### src/rtl/barrel_pkg.sv
package barrel_pkg;

  // Per-context status flags
  typedef struct packed {
    logic inflight;
    logic blocked;
  } ctx_stat_t;

  // Index reached by stepping forward on a ring of n slots
  function automatic int unsigned ring_next(int unsigned base,
                                            int unsigned step,
                                            int unsigned n);
    int unsigned sum;
    sum = base + step;
    if (sum >= n) sum = sum - n;
    return sum;
  endfunction

endpackage

### src/rtl/bsel_ctx_state.sv
module bsel_ctx_state
  import barrel_pkg::*;
#(
  parameter int unsigned N  = 8,
  parameter int unsigned TW = 3
) (
  input  logic          clk,
  input  logic          rst_n,
  input  logic          issue_en,
  input  logic [TW-1:0] issue_tid,
  input  logic [N-1:0]  mem_set,
  input  logic [N-1:0]  mem_clr,
  input  logic          wb_valid,
  input  logic [TW-1:0] wb_tid,
  output logic [N-1:0]  eligible
);

  logic [N-1:0] inflight_vec;
  logic [N-1:0] blocked_vec;

  for (genvar g = 0; g < N; g++) begin : g_ctx
    ctx_stat_t st_q;
    ctx_stat_t st_d;
    logic      st_en;

    always_comb begin
      st_d.inflight = (st_q.inflight && !(wb_valid && (wb_tid == TW'(g))))
                    || (issue_en && (issue_tid == TW'(g)));
      st_d.blocked  = mem_set[g] || (st_q.blocked && !mem_clr[g]);
      st_en         = (st_d != st_q);
    end

    always_ff @(posedge clk or negedge rst_n) begin
      if (!rst_n) begin
        st_q <= '0;
      end else if (st_en) begin
        st_q <= st_d;
      end
    end

    assign inflight_vec[g] = st_q.inflight;
    assign blocked_vec[g]  = st_q.blocked;
    assign eligible[g]     = !st_q.inflight && !st_q.blocked;


    wait_set_takes_chk: assert property (@(posedge clk) disable iff (!rst_n)
      mem_set[g] |=> blocked_vec[g]);
  end


  grant_not_inflight_chk: assert property (@(posedge clk) disable iff (!rst_n)
    issue_en |-> !inflight_vec[issue_tid]);


  grant_not_blocked_chk: assert property (@(posedge clk) disable iff (!rst_n)
    issue_en |-> !blocked_vec[issue_tid]);


  grant_marks_inflight_chk: assert property (@(posedge clk) disable iff (!rst_n)
    issue_en |=> inflight_vec[$past(issue_tid)]);

endmodule

### src/rtl/bsel_rr_pick.sv
module bsel_rr_pick
  import barrel_pkg::*;
#(
  parameter int unsigned N  = 8,
  parameter int unsigned TW = 3
) (
  input  logic [N-1:0]  eligible,
  input  logic [TW-1:0] last_tid,
  output logic          pick_valid,
  output logic [TW-1:0] pick_tid
);

  int unsigned cand;

  always_comb begin
    pick_valid = 1'b0;
    pick_tid   = '0;
    cand       = 0;
    for (int unsigned k = 1; k <= N; k++) begin
      cand = ring_next(int'(last_tid), k, N);
      if (!pick_valid && eligible[cand]) begin
        pick_valid = 1'b1;
        pick_tid   = TW'(cand);
      end
    end
  end

endmodule

### src/rtl/bsel_rotor.sv
module bsel_rotor #(
  parameter int unsigned N  = 8,
  parameter int unsigned TW = 3
) (
  input  logic          clk,
  input  logic          rst_n,
  input  logic          issue_en,
  input  logic [TW-1:0] issue_tid,
  output logic [TW-1:0] last_tid
);

  logic [TW-1:0] last_q;
  logic [TW-1:0] last_d;
  logic          last_en;

  always_comb begin
    last_en = issue_en;
    last_d  = issue_tid;
  end

  always_ff @(posedge clk or negedge rst_n) begin
    if (!rst_n) begin
      last_q <= TW'(N - 1);
    end else if (last_en) begin
      last_q <= last_d;
    end
  end

  assign last_tid = last_q;


  rotor_follows_grant_chk: assert property (@(posedge clk) disable iff (!rst_n)
    issue_en |=> (last_q == $past(issue_tid)));


  rotor_holds_idle_chk: assert property (@(posedge clk) disable iff (!rst_n)
    !issue_en |=> $stable(last_q));

endmodule

### src/rtl/barrel_thread_sel.sv
module barrel_thread_sel #(
  parameter int unsigned NUM_THREADS = 8,
  parameter int unsigned TID_W       = $clog2(NUM_THREADS)
) (
  input  logic                   clk,
  input  logic                   rst_n,
  input  logic [NUM_THREADS-1:0] mem_wait_set,
  input  logic [NUM_THREADS-1:0] mem_wait_clr,
  input  logic                   wb_ack_valid,
  input  logic [TID_W-1:0]       wb_ack_tid,
  output logic                   issue_valid,
  output logic [TID_W-1:0]       issue_tid
);

  localparam int unsigned N  = NUM_THREADS;
  localparam int unsigned TW = TID_W;

  // Reset release synchroniser
  logic rst_meta_q;
  logic rst_sync_q;

  always_ff @(posedge clk or negedge rst_n) begin
    if (!rst_n) begin
      rst_meta_q <= 1'b0;
      rst_sync_q <= 1'b0;
    end else begin
      rst_meta_q <= 1'b1;
      rst_sync_q <= rst_meta_q;
    end
  end

  logic [N-1:0]  eligible;
  logic [TW-1:0] last_tid;
  logic          pick_valid;
  logic [TW-1:0] pick_tid;
  logic          grant;

  assign grant       = pick_valid && rst_sync_q;
  assign issue_valid = grant;
  assign issue_tid   = grant ? pick_tid : '0;

  bsel_ctx_state #(.N(N), .TW(TW)) u_ctx (
    .clk       (clk),
    .rst_n     (rst_sync_q),
    .issue_en  (grant),
    .issue_tid (pick_tid),
    .mem_set   (mem_wait_set),
    .mem_clr   (mem_wait_clr),
    .wb_valid  (wb_ack_valid),
    .wb_tid    (wb_ack_tid),
    .eligible  (eligible)
  );

  bsel_rr_pick #(.N(N), .TW(TW)) u_pick (
    .eligible   (eligible),
    .last_tid   (last_tid),
    .pick_valid (pick_valid),
    .pick_tid   (pick_tid)
  );

  bsel_rotor #(.N(N), .TW(TW)) u_rotor (
    .clk       (clk),
    .rst_n     (rst_sync_q),
    .issue_en  (grant),
    .issue_tid (pick_tid),
    .last_tid  (last_tid)
  );


  no_back_to_back_chk: assert property (@(posedge clk) disable iff (!rst_sync_q)
    (issue_valid && $past(issue_valid)) |-> (issue_tid != $past(issue_tid)));


  bubble_when_empty_chk: assert property (@(posedge clk) disable iff (!rst_sync_q)
    (eligible == '0) |-> (!issue_valid && (issue_tid == '0)));


  tid_in_range_chk: assert property (@(posedge clk) disable iff (!rst_sync_q)
    issue_valid |-> (int'(issue_tid) < N));

endmodule

### config.mk
export PLATFORM = sky130hd
export DESIGN_NAME = barrel_thread_sel
export DESIGN_NICKNAME = d
export VERILOG_FILES = /design/src/rtl/barrel_pkg.sv /design/src/rtl/bsel_ctx_state.sv /design/src/rtl/bsel_rr_pick.sv /design/src/rtl/bsel_rotor.sv /design/src/rtl/barrel_thread_sel.sv
export SDC_FILE = /design/constraint.sdc
export NUM_CORES = 1
export LEC_CHECK = 0
export ABC_AREA = 1
export CAP_MARGIN = 0
export CORE_MARGIN = 2
export CORE_UTILIZATION = 47
export DETAILED_ROUTE_END_ITERATION = 16
export GPL_TIMING_DRIVEN = 0
export PLACE_DENSITY = 0.71
export SETUP_SLACK_MARGIN = 0.02
export SLEW_MARGIN = 20
export SYNTH_ARGS = -nofsm -noshare
export SYNTH_HDL_FRONTEND = slang
export SYNTH_SLANG_ARGS = --single-unit
### constraint.sdc
create_clock -name clk -period 4.41 [get_ports clk]
set_input_delay 0.441 -clock clk [delete_from_list [all_inputs] [get_ports clk]]
set_output_delay 0.441 -clock clk [all_outputs]
set_load 0.03 [all_outputs]
==> flow_summary_export.csv, run 1 <==
group,metric,value,unit
run_status,status,"complete, no violations",
finish,n_antenna_cell,0,
setup_path,worst-path-buf-inv,7,
synth,synthTopCellsByArea,"dfrtp_1 (26%), nand2_1 (14%), nand3_1 (9.7%), nand3_2 (5.7%), inv_1 (5.4%)",
clock_tree,ctsHtreeMaxLevel,1,
timing,grt_setup_unrepaired,"no",
finish,nNetsFinal,309,
timing,fmax,241,MHz
synth,synth_mux_area_share,0,%
placed_design,io_buffer_count,25,
synth,synth-simple-area-share,45.8,%
finish,nFillCells,353,
floorplan,dieArea,0.00422,mm²
clock_tree,numCtsBuffers,3,
routing,routed_wl,4200,µm
global_route,grt_usage,22.1,%
routing,drtIter0Drc,141,
finish,final_cell_mix,"nand2_1 (66), nand3_1 (34), inv_1 (25), nor2_1 (25), clkdlybuf4s50_1 (25)",
clock_tree,clkLatencyLatePin,250,ps
floorplan,core_area,0.00361,mm²
min_path,hold_class,"reg2async",
finish,final_common_cell,"nand2_1",
setup_path,max_stage_delay,660,ps
setup_path,worst_path_max_delay_cell,"clkdlybuf4s50_1",
floorplan,num_rows,22,
synth,synth_edf_count,0,
synth,synth_nets,279,
timing,period_needed,4150,ps
setup_path,worstSetupEndpointType,"primary output",
timing,setup_viol,0,
clock_tree,cts_resized,0,
synth,yosysWarnings,0,
placed_design,gp_congestion,0.914,
synth,synth-xor-area-share,1.93,%
synth,avgSynthCellArea,6.85,µm²
setup_path,r2r-end,"u_rotor.last_tid[1]$_DFFE_PN1P_",
finish,utilization,58.4,%
floorplan,fp.dieH,65.0,µm
synth,syn_inst,255,
floorplan,start_util,48.5,%
synth,synthAdderAreaFrac,1.43,%
clock_tree,ctsHoldBuffers,0,
synth,ys_types,26,
timing,hold_viol_final,0,
setup_path,timing.rr.start,"u_rotor.last_tid[0]$_DFFE_PN1P_",
timing,worst_pin_slew,757,ps
setup_path,cp_common_cell,"inv_2",
clock_tree,clk_path_buf_depth,2,
clock_tree,post_cts_buffers,0,
clock_tree,path_clk_slew,70,ps
placed_design,hpwl,3380,µm
global_route,grt_pass1_vias,1666,
setup_path,crit_chain,"inv_2 -> buf_6 -> ha_1 -> buf_2 -> inv_2 -> nand3_1 -> nand3_1 -> nand2_1 -> inv_2 -> nand4_2 -> nor2_4 -> nand4_1 -> nand3_2 -> nand2_1 -> inv_1 -> clkdlybuf4s50_1",
clock_tree,cts.sinks,21,
clock_tree,cts_tree,"done",
routing,avgViaCountPerCell,5.27,
timing,slew_viol_final,0,
setup_path,worstRegToRegCells,15,
routing,routedWlPerCell,12.6,µm
synth,syn_area,0.00175,mm²
routing,vias,1749,
setup_path,worstPathRequired,3970,ps
synth,synth_top_area_cell,"dfrtp_1",
global_route,antenna_found_initial,0,
timing,relSlewSlack,49.5,%
synth,async_flop_share,100,%
setup_path,cp_top_family,"buffers and inverters",
setup_path,cp-start-kind,"flip-flop",
routing,antenna_left,0,
global_route,grt_max_degree,21,
synth,synth-main-ff-cell,"dfrtp_1",
setup_path,cp.arrival,3710,ps
synth,synth-compound-area-share,10.2,%
synth,yosysTopAreaCellShare,25.8,%
synth,synth-seq-cells,21,
timing,fin_tns_setup,0,ps
global_route,grt_pass1_wl,7370,µm
timing,clock_skew,1.44,ps
synth,synth_top_family_by_area,"simple AND/OR/NAND/NOR gates",
global_route,grt-ovfl-total,0,
setup_path,path_depth,16,
job,cap_violations,0,
synth,seq_area_frac_synth,30.3,%
setup_path,worstSetupPathType,"reg2out",
routing,dr.pass1.iters,4,
timing,min_period_over_period,94.2,%
routing,post-route-drc-count,0,
finish,layout-drive-gt1-share,18.3,%
clock_tree,clockRootBuffer,"clkbuf_8",
setup_path,r2r_slack,1460,ps
floorplan,ios,26,
floorplan,dieWidth,65.0,µm
setup_path,critPathMaxFanout,10,
finish,syn2layout_area_growth,20.4,%
worst max-delay path by stage:
stage,from,endpoint,slack [ps]
2_1_floorplan,u_rotor.last_tid[0]$_DFFE_PN1P_,issue_tid[0],1440
3_3_place_gp,u_rotor.last_tid[0]$_DFFE_PN1P_,issue_tid[1],610
3_5_place_dp,u_rotor.last_tid[0]$_DFFE_PN1P_,issue_tid[1],590
4_1_cts,u_rotor.last_tid[0]$_DFFE_PN1P_,issue_tid[1],310
5_1_grt,u_rotor.last_tid[0]$_DFFE_PN1P_,issue_tid[1],80
6_report,u_rotor.last_tid[0]$_DFFE_PN1P_,issue_tid[1],260
metrics by stage:
step / cells / cell area [µm²] / setup WS [ps] / hold WS (ps)
floorplan: 255 / 1750 / 1440 / 145
global placement: 328 / 2060 / 612 / 334
detailed placement: 328 / 2060 / 592 / 336
CTS: 332 / 2100 / 309 / 334
global route: 332 / 2100 / 78.6 / 326
finish: 332 / 2100 / 257 / 318
logic make-up (layout without fill, tap and decap cells):
group	count (synthesis)	after routing
AOI/OAI and AO/OA	27	27
xor gates and xnor gates	3	3
adders and majority gates	2	2
buffers and inverters	40	69
DFF	21	21
other	1	1
and+or+nand+nor	161	161
flip-flops by register name, indices dropped and copies added, names as in the netlist:
name,cells
u_rotor.last_tid,3
rst_sync_q,1
u_ctx.blocked_vec,8
u_ctx.g_ctx.st_q,8
rst_meta_q,1
synthesized netlist by cell type (2+ instances only):
library cell   n
buf_6          3
dfrtp_1       18
dfstp_2        3
ha_1           2
inv_1         25
inv_2         10
nand2_1       66
nand2_2        9
nand3_1       34
nand3_2       10
nand4_1        9
nor2_1        25
nor2_2         3
nor2_4         4
o21ai_0       12
o21ai_1        4
o21bai_1       9
routing by layer:
layer	global-route usage, %	part of all wire (%)	up-vias
li1	-	-	887
met4	4.26	0.33	0
met2	37.6	48	60
met3	3.30	5.0	4
met5	0	0	-
met1	29.7	46	798
area by class of cell:
cell class,count,area [µm²],area share [%]
buffer,5,46.3,2.20
sequential,21,529,25.1
inverter,35,131,6.24
clock buffer,3,41.3,1.96
timing repair buffer,25,250,11.9
clock inverter,1,5.00,0.238
multi-input combinational,194,1040,49.5
tap,48,60.1,2.85
Power of run 1 is left out: the tool's default activity adds up to more than one toggle a clock period on the data nets, which glitch-free logic cannot reach.
==> run 2, diff against run 1 <==
--- a/config.mk
+++ b/config.mk
@@ -10,8 +10,8 @@
 export CORE_MARGIN = 2
 export CORE_UTILIZATION = 47
 export DETAILED_ROUTE_END_ITERATION = 16
+export DONT_BUFFER_PORTS = 1
 export GPL_TIMING_DRIVEN = 0
-export PLACE_DENSITY = 0.71
 export SETUP_SLACK_MARGIN = 0.02
 export SLEW_MARGIN = 20
 export SYNTH_ARGS = -nofsm -noshare
==> run 2 against run 1 <==
  * Cell count shrank 7.2%
  * Non-clock buffer count shrank 24
  * Final area shrank 11%
  * Fmax grew 14%
  * Worst hold slack lost 54 ps
  * Count of clock-buffer cells in the layout is the same
  * Global-route usage shrank 0.18 points
  * Via count shrank 9.8%
  * Flip-flop and latch count is the same
  * Worst setup slack gained 520 ps
  * Critical path type unchanged
  * Highest routed layer unchanged
==> flow_summary_export.csv, run 2 (synthesis results as in run 1) <==
group,metric,value,unit
floorplan,ios,26,
finish,syn2layout_area_growth,6.80,%
job,cap_violations,0,
floorplan,start_util,48.5,%
clock_tree,post_cts_buffers,0,
global_route,antenna_found_initial,0,
timing,period_needed,3630,ps
routing,routed_wl,4040,µm
setup_path,worstRegToRegCells,17,
clock_tree,cts_resized,0,
floorplan,dieWidth,65.0,µm
global_route,grt_usage,21.9,%
min_path,whs_path_depth,1,
placed_design,hpwl,3300,µm
timing,clock_skew,3.64,ps
routing,wl_met3,122,µm
finish,multi_input_area,0.00104,mm²
global_route,grt_pass1_vias,1588,
setup_path,r2r_slack,1350,ps
timing,slew_viol_final,0,
finish,nFillCells,382,
routing,vias,1577,
clock_tree,path_clk_slew,80,ps
finish,final_cell_mix,"nand2_1 (66), nand3_1 (34), inv_1 (25), nor2_1 (25), dfrtp_1 (18)",
timing,worst_pin_slew,775,ps
global_route,grt_pass1_wl,7150,µm
clock_tree,clk_path_buf_depth,2,
finish,nNetsFinal,285,
min_path,hold_class,"in2reg",
clock_tree,clkLatencyLatePin,260,ps
setup_path,cp-start-kind,"flip-flop",
placed_design,io_buffer_count,0,
min_path,holdPathEnd,"u_ctx.blocked_vec[5]$_DFFE_PN0P_",
timing,relSlewSlack,48.3,%
placed_design,place_inst,303,
finish,utilization,51.8,%
setup_path,r2r-end,"u_ctx.g_ctx[4].st_q[1]$_DFFE_PN0P_",
finish,layout-drive-gt1-share,20.0,%
timing,fmax,276,MHz
routing,antenna_left,0,
setup_path,cp.arrival,3190,ps
timing,hold_viol_final,0,
floorplan,fp.dieH,65.0,µm
global_route,grt-ovfl-total,0,
routing,avgViaCountPerCell,5.12,
global_route,grt_max_degree,21,
timing,min_period_over_period,82.3,%
clock_tree,numCtsBuffers,3,
clock_tree,ctsHtreeMaxLevel,1,
floorplan,core_area,0.00361,mm²
floorplan,num_rows,22,
clock_tree,cts_tree,"done",
setup_path,worstPathRequired,3970,ps
finish,final_common_cell,"nand2_1",
routing,wl_met1,1920,µm
clock_tree,cts.sinks,21,
routing,dr.pass1.iters,5,
timing,fin_tns_setup,0,ps
min_path,hold_start,"mem_wait_clr[5]",
finish,n_antenna_cell,0,
setup_path,worstSetupEndpointType,"primary output",
setup_path,worstSetupPathType,"reg2out",
run_status,status,"complete, no violations",
routing,drtIter0Drc,79,
setup_path,critPathMaxFanout,10,
finish,stdcell_count,308,
timing,grt_setup_unrepaired,"no",
clock_tree,clockRootBuffer,"clkbuf_8",
routing,wl_met2,1950,µm
finish,regArea,529,µm²
routing,top_layer_used,"met4",
routing,post-route-drc-count,0,
timing,setup_viol,0,
placed_design,gp_congestion,0.909,
floorplan,dieArea,0.00422,mm²
setup_path,timing.rr.start,"u_rotor.last_tid[0]$_DFFE_PN1P_",
routing,routedWlPerCell,13.1,µm
-- run 2: changes by cell type in the layout (fill, tap and decap cells not counted), sizes merged --
| cell | change |
|---|---|
| clkdlybuf4s50 | -25 |
| clkinv | -1 |
| dlygate4sd3 | +1 |
| clkinvlp | +1 |
-- run 2: layer usage --
layer | vias up | GRT usage [%]
met2 | 32 | 37.5
li1 | 836 | -
met5 | - | 0
met4 | 0 | 7.98
met3 | 4 | 1.22
met1 | 705 | 29.1
-- run 2: cell type report --
| class | instances | share of cell area (%) |
|---|---|---|
| multi-input cells | 194 | 55.8 |
| well taps | 48 | 3.22 |
| plain buffers | 5 | 2.48 |
| clock buffers | 3 | 2.21 |
| flip-flops and latches | 21 | 28.4 |
| clock inverters | 1 | 0.402 |
| repair buffers | 1 | 0.536 |
| inverters | 35 | 7.04 |
-- run 2: worst max-delay path by stage --
stage	endpoint	start	cells past startpoint	slack [ps]
2_1_floorplan	issue_tid[0]	u_rotor.last_tid[0]$_DFFE_PN1P_	15	1440
3_3_place_gp	issue_tid[0]	u_rotor.last_tid[0]$_DFFE_PN1P_	15	1050
3_5_place_dp	issue_tid[0]	u_rotor.last_tid[0]$_DFFE_PN1P_	15	1090
4_1_cts	issue_tid[0]	u_rotor.last_tid[0]$_DFFE_PN1P_	15	780
5_1_grt	issue_tid[0]	u_rotor.last_tid[0]$_DFFE_PN1P_	15	480
6_report	issue_tid[0]	u_rotor.last_tid[0]$_DFFE_PN1P_	15	780
-- run 2: worst max-delay path: stages (launching register included) --
cell     delay [ps]
dfstp_2         610
inv_2            80
buf_6           150
ha_1            280
buf_2           180
inv_2           140
nand3_1         160
nand3_1         140
nand2_1         140
inv_2           140
nand4_2         140
nor2_4          150
nand4_1         140
nand3_2         150
nand2_1         100
inv_1           230
-- run 2: per-stage QoR --
step | setup slack (ps) | area, µm² | hold slack [ps]
floorplan | 1440 | 1750 | 145
global placement | 1050 | 1810 | 145
detailed placement | 1090 | 1810 | 145
CTS | 784 | 1870 | 258
global route | 484 | 1870 | 250
finish | 780 | 1870 | 264
-- run 2: repair_timing --
action	in CTS	in global routing
endpoints found under the setup margin	0	0
hold buffers	1	0
hold endpoints to repair	2	0
Power of run 2 is left out for the same reason.
==> run 3, diff against run 2 <==
==> constraint.sdc (replaced) <==
create_clock -name clk -period 3.3 [get_ports clk]
set_input_delay 0.33 -clock clk [delete_from_list [all_inputs] [get_ports clk]]
set_output_delay 0.33 -clock clk [all_outputs]
set_load 0.03 [all_outputs]
==> run 3 against run 2 <==
  * Die area did not move
  * Final area rose by 9.1%
  * Global-route usage rose by 0.18 points
  * Worst hold slack got worse by 110 ps
  * Cell count rose by 1.6%
  * Critical path type unchanged
  * Critical endpoint is now issue_tid[1]
  * Highest routed layer unchanged
==> flow_summary_export.csv, run 3 (synthesis results as in run 1) <==
group,metric,value,unit
run_status,status,"complete, no violations",
placed_design,gp_congestion,0.909,
setup_path,path_depth,14,
finish,n_antenna_cell,0,
min_path,whs_path_depth,1,
clock_tree,cts_tree,"done",
global_route,grt_pass1_wl,7200,µm
finish,regArea,529,µm²
global_route,grt_max_degree,21,
clock_tree,cts.sinks,21,
timing,hold_viol_final,0,
timing,worst_pin_slew,790,ps
floorplan,start_util,48.5,%
routing,routedWlPerCell,13.4,µm
routing,antenna_left,0,
placed_design,io_buffer_count,0,
timing,grt_setup_unrepaired,"no",
finish,layout-drive-gt1-share,30.2,%
routing,top_layer_used,"met4",
setup_path,worst-path-buf-inv,4,
setup_path,worstPathRequired,2970,ps
routing,routed_wl,4200,µm
routing,dr.pass1.iters,4,
setup_path,max_stage_delay,540,ps
global_route,grt-ovfl-total,0,
setup_path,crit_chain,"buf_6 -> inv_4 -> ha_4 -> buf_6 -> nand3_1 -> nand3_2 -> nand2_2 -> nor2_4 -> nand4_2 -> nor2_4 -> nand4_1 -> nand3_2 -> nand2_2 -> inv_4",
floorplan,fp.dieH,65.0,µm
setup_path,critPathMaxFanout,9,
min_path,hold_class,"in2reg",
finish,nNetsFinal,290,
timing,relSlewSlack,47.4,%
routing,wl_met1,1950,µm
finish,final_common_cell,"nand2_1",
timing,fmax,324,MHz
timing,min_period_over_period,93.5,%
setup_path,worst_path_max_delay_cell,"dfstp_2",
finish,syn2layout_area_growth,16.5,%
setup_path,cp-start-kind,"flip-flop",
floorplan,dieArea,0.00422,mm²
placed_design,hpwl,3300,µm
floorplan,ios,26,
clock_tree,clkLatencyLatePin,260,ps
global_route,grt_pass1_vias,1607,
clock_tree,clockRootBuffer,"clkbuf_8",
global_route,antenna_found_initial,0,
timing,period_needed,3090,ps
floorplan,dieWidth,65.0,µm
routing,vias,1621,
job,cap_violations,0,
floorplan,num_rows,22,
clock_tree,clk_path_buf_depth,2,
timing,clock_skew,2.88,ps
setup_path,worstRegToRegCells,19,
timing,slew_viol_final,0,
floorplan,core_area,0.00361,mm²
routing,wl_met3,142,µm
routing,post-route-drc-count,0,
finish,nFillCells,365,
routing,drtIter0Drc,76,
clock_tree,numCtsBuffers,3,
finish,final_cell_mix,"nand2_1 (59), nand3_1 (25), nor2_1 (24)",
setup_path,cp.arrival,2760,ps
timing,setup_viol,0,
routing,avgViaCountPerCell,5.18,
finish,multi_input_area,0.00115,mm²
clock_tree,path_clk_slew,70,ps
setup_path,cp_top_family,"simple AND/OR/NAND/NOR gates",
timing,fin_tns_setup,0,ps
routing,wl_met2,2070,µm
clock_tree,ctsHtreeMaxLevel,1,
setup_path,worstSetupEndpointType,"primary output",
global_route,grt_usage,22.1,%
setup_path,worstSetupPathType,"reg2out",
## run 3: cell types whose count changed in the layout (fill, tap and decap cells not counted), moves of 3 or more
cell / before / now
nand2_2: 9 / 14
inv_1: 25 / 22
nand3_2: 10 / 19
inv_4: 0 / 3
nand2_1: 66 / 59
nand3_1: 34 / 25
buf_4: 1 / 6
## run 3: repair_timing
item                                    in CTS  in global routing
hold endpoints to repair                     2                  0
pin swaps                                    5                  9
gates resized for setup                     13                 23
setup buffers                                3                  2
endpoints found under the setup margin       3                  3
hold buffers                                 1                  0
## run 3: layout make-up
cell class / count / area share (%)
Timing Repair Buffer: 6 / 2.33
Clock inverter: 1 / 0.369
Inverter: 35 / 7.43
Clock buffer: 3 / 2.03
Tap cell: 48 / 2.95
Buffer: 5 / 2.58
Sequential cell: 21 / 26.0
Multi-Input combinational cell: 194 / 56.3
## run 3: metal layers
metal	up-vias	GRT usage (%)
met5	-	0
met4	0	8.78
met3	4	1.22
met2	36	37.5
met1	730	29.3
li1	851	-
## run 3: path summary, 6_finish.rpt
kind / start / to / slack (ps)
max: u_rotor.last_tid[1]$_DFFE_PN1P_ / issue_tid[1] / 210
min: mem_wait_clr[0] / u_ctx.blocked_vec[0]$_DFFE_PN0P_ / 150
max reg2reg: u_rotor.last_tid[1]$_DFFE_PN1P_ / u_ctx.g_ctx[4].st_q[1]$_DFFE_PN0P_ / 530
min reg2reg: rst_sync_q$_DFF_PN0_ / u_ctx.blocked_vec[7]$_DFFE_PN0P_ / 330
max in group asynchronous: rst_sync_q$_DFF_PN0_ / u_ctx.g_ctx[6].st_q[1]$_DFFE_PN0P_ / 2480
min in group asynchronous: rst_n / rst_sync_q$_DFF_PN0_ / 300
## run 3: per-stage QoR
stage	util, %	instance area (µm²)	hold slack (ps)	instances	setup slack, ps
after detailed placement	50.1	1810	34.4	303	91.9
final	56.5	2040	153	313	213
after global routing	56.5	2040	139	313	39.3
after global placement	50.1	1810	34.4	303	53.2
after CTS	53.3	1920	147	311	23.4
after floorplan	-	1750	34.4	255	436
Power of run 3 is left out for the same reason.
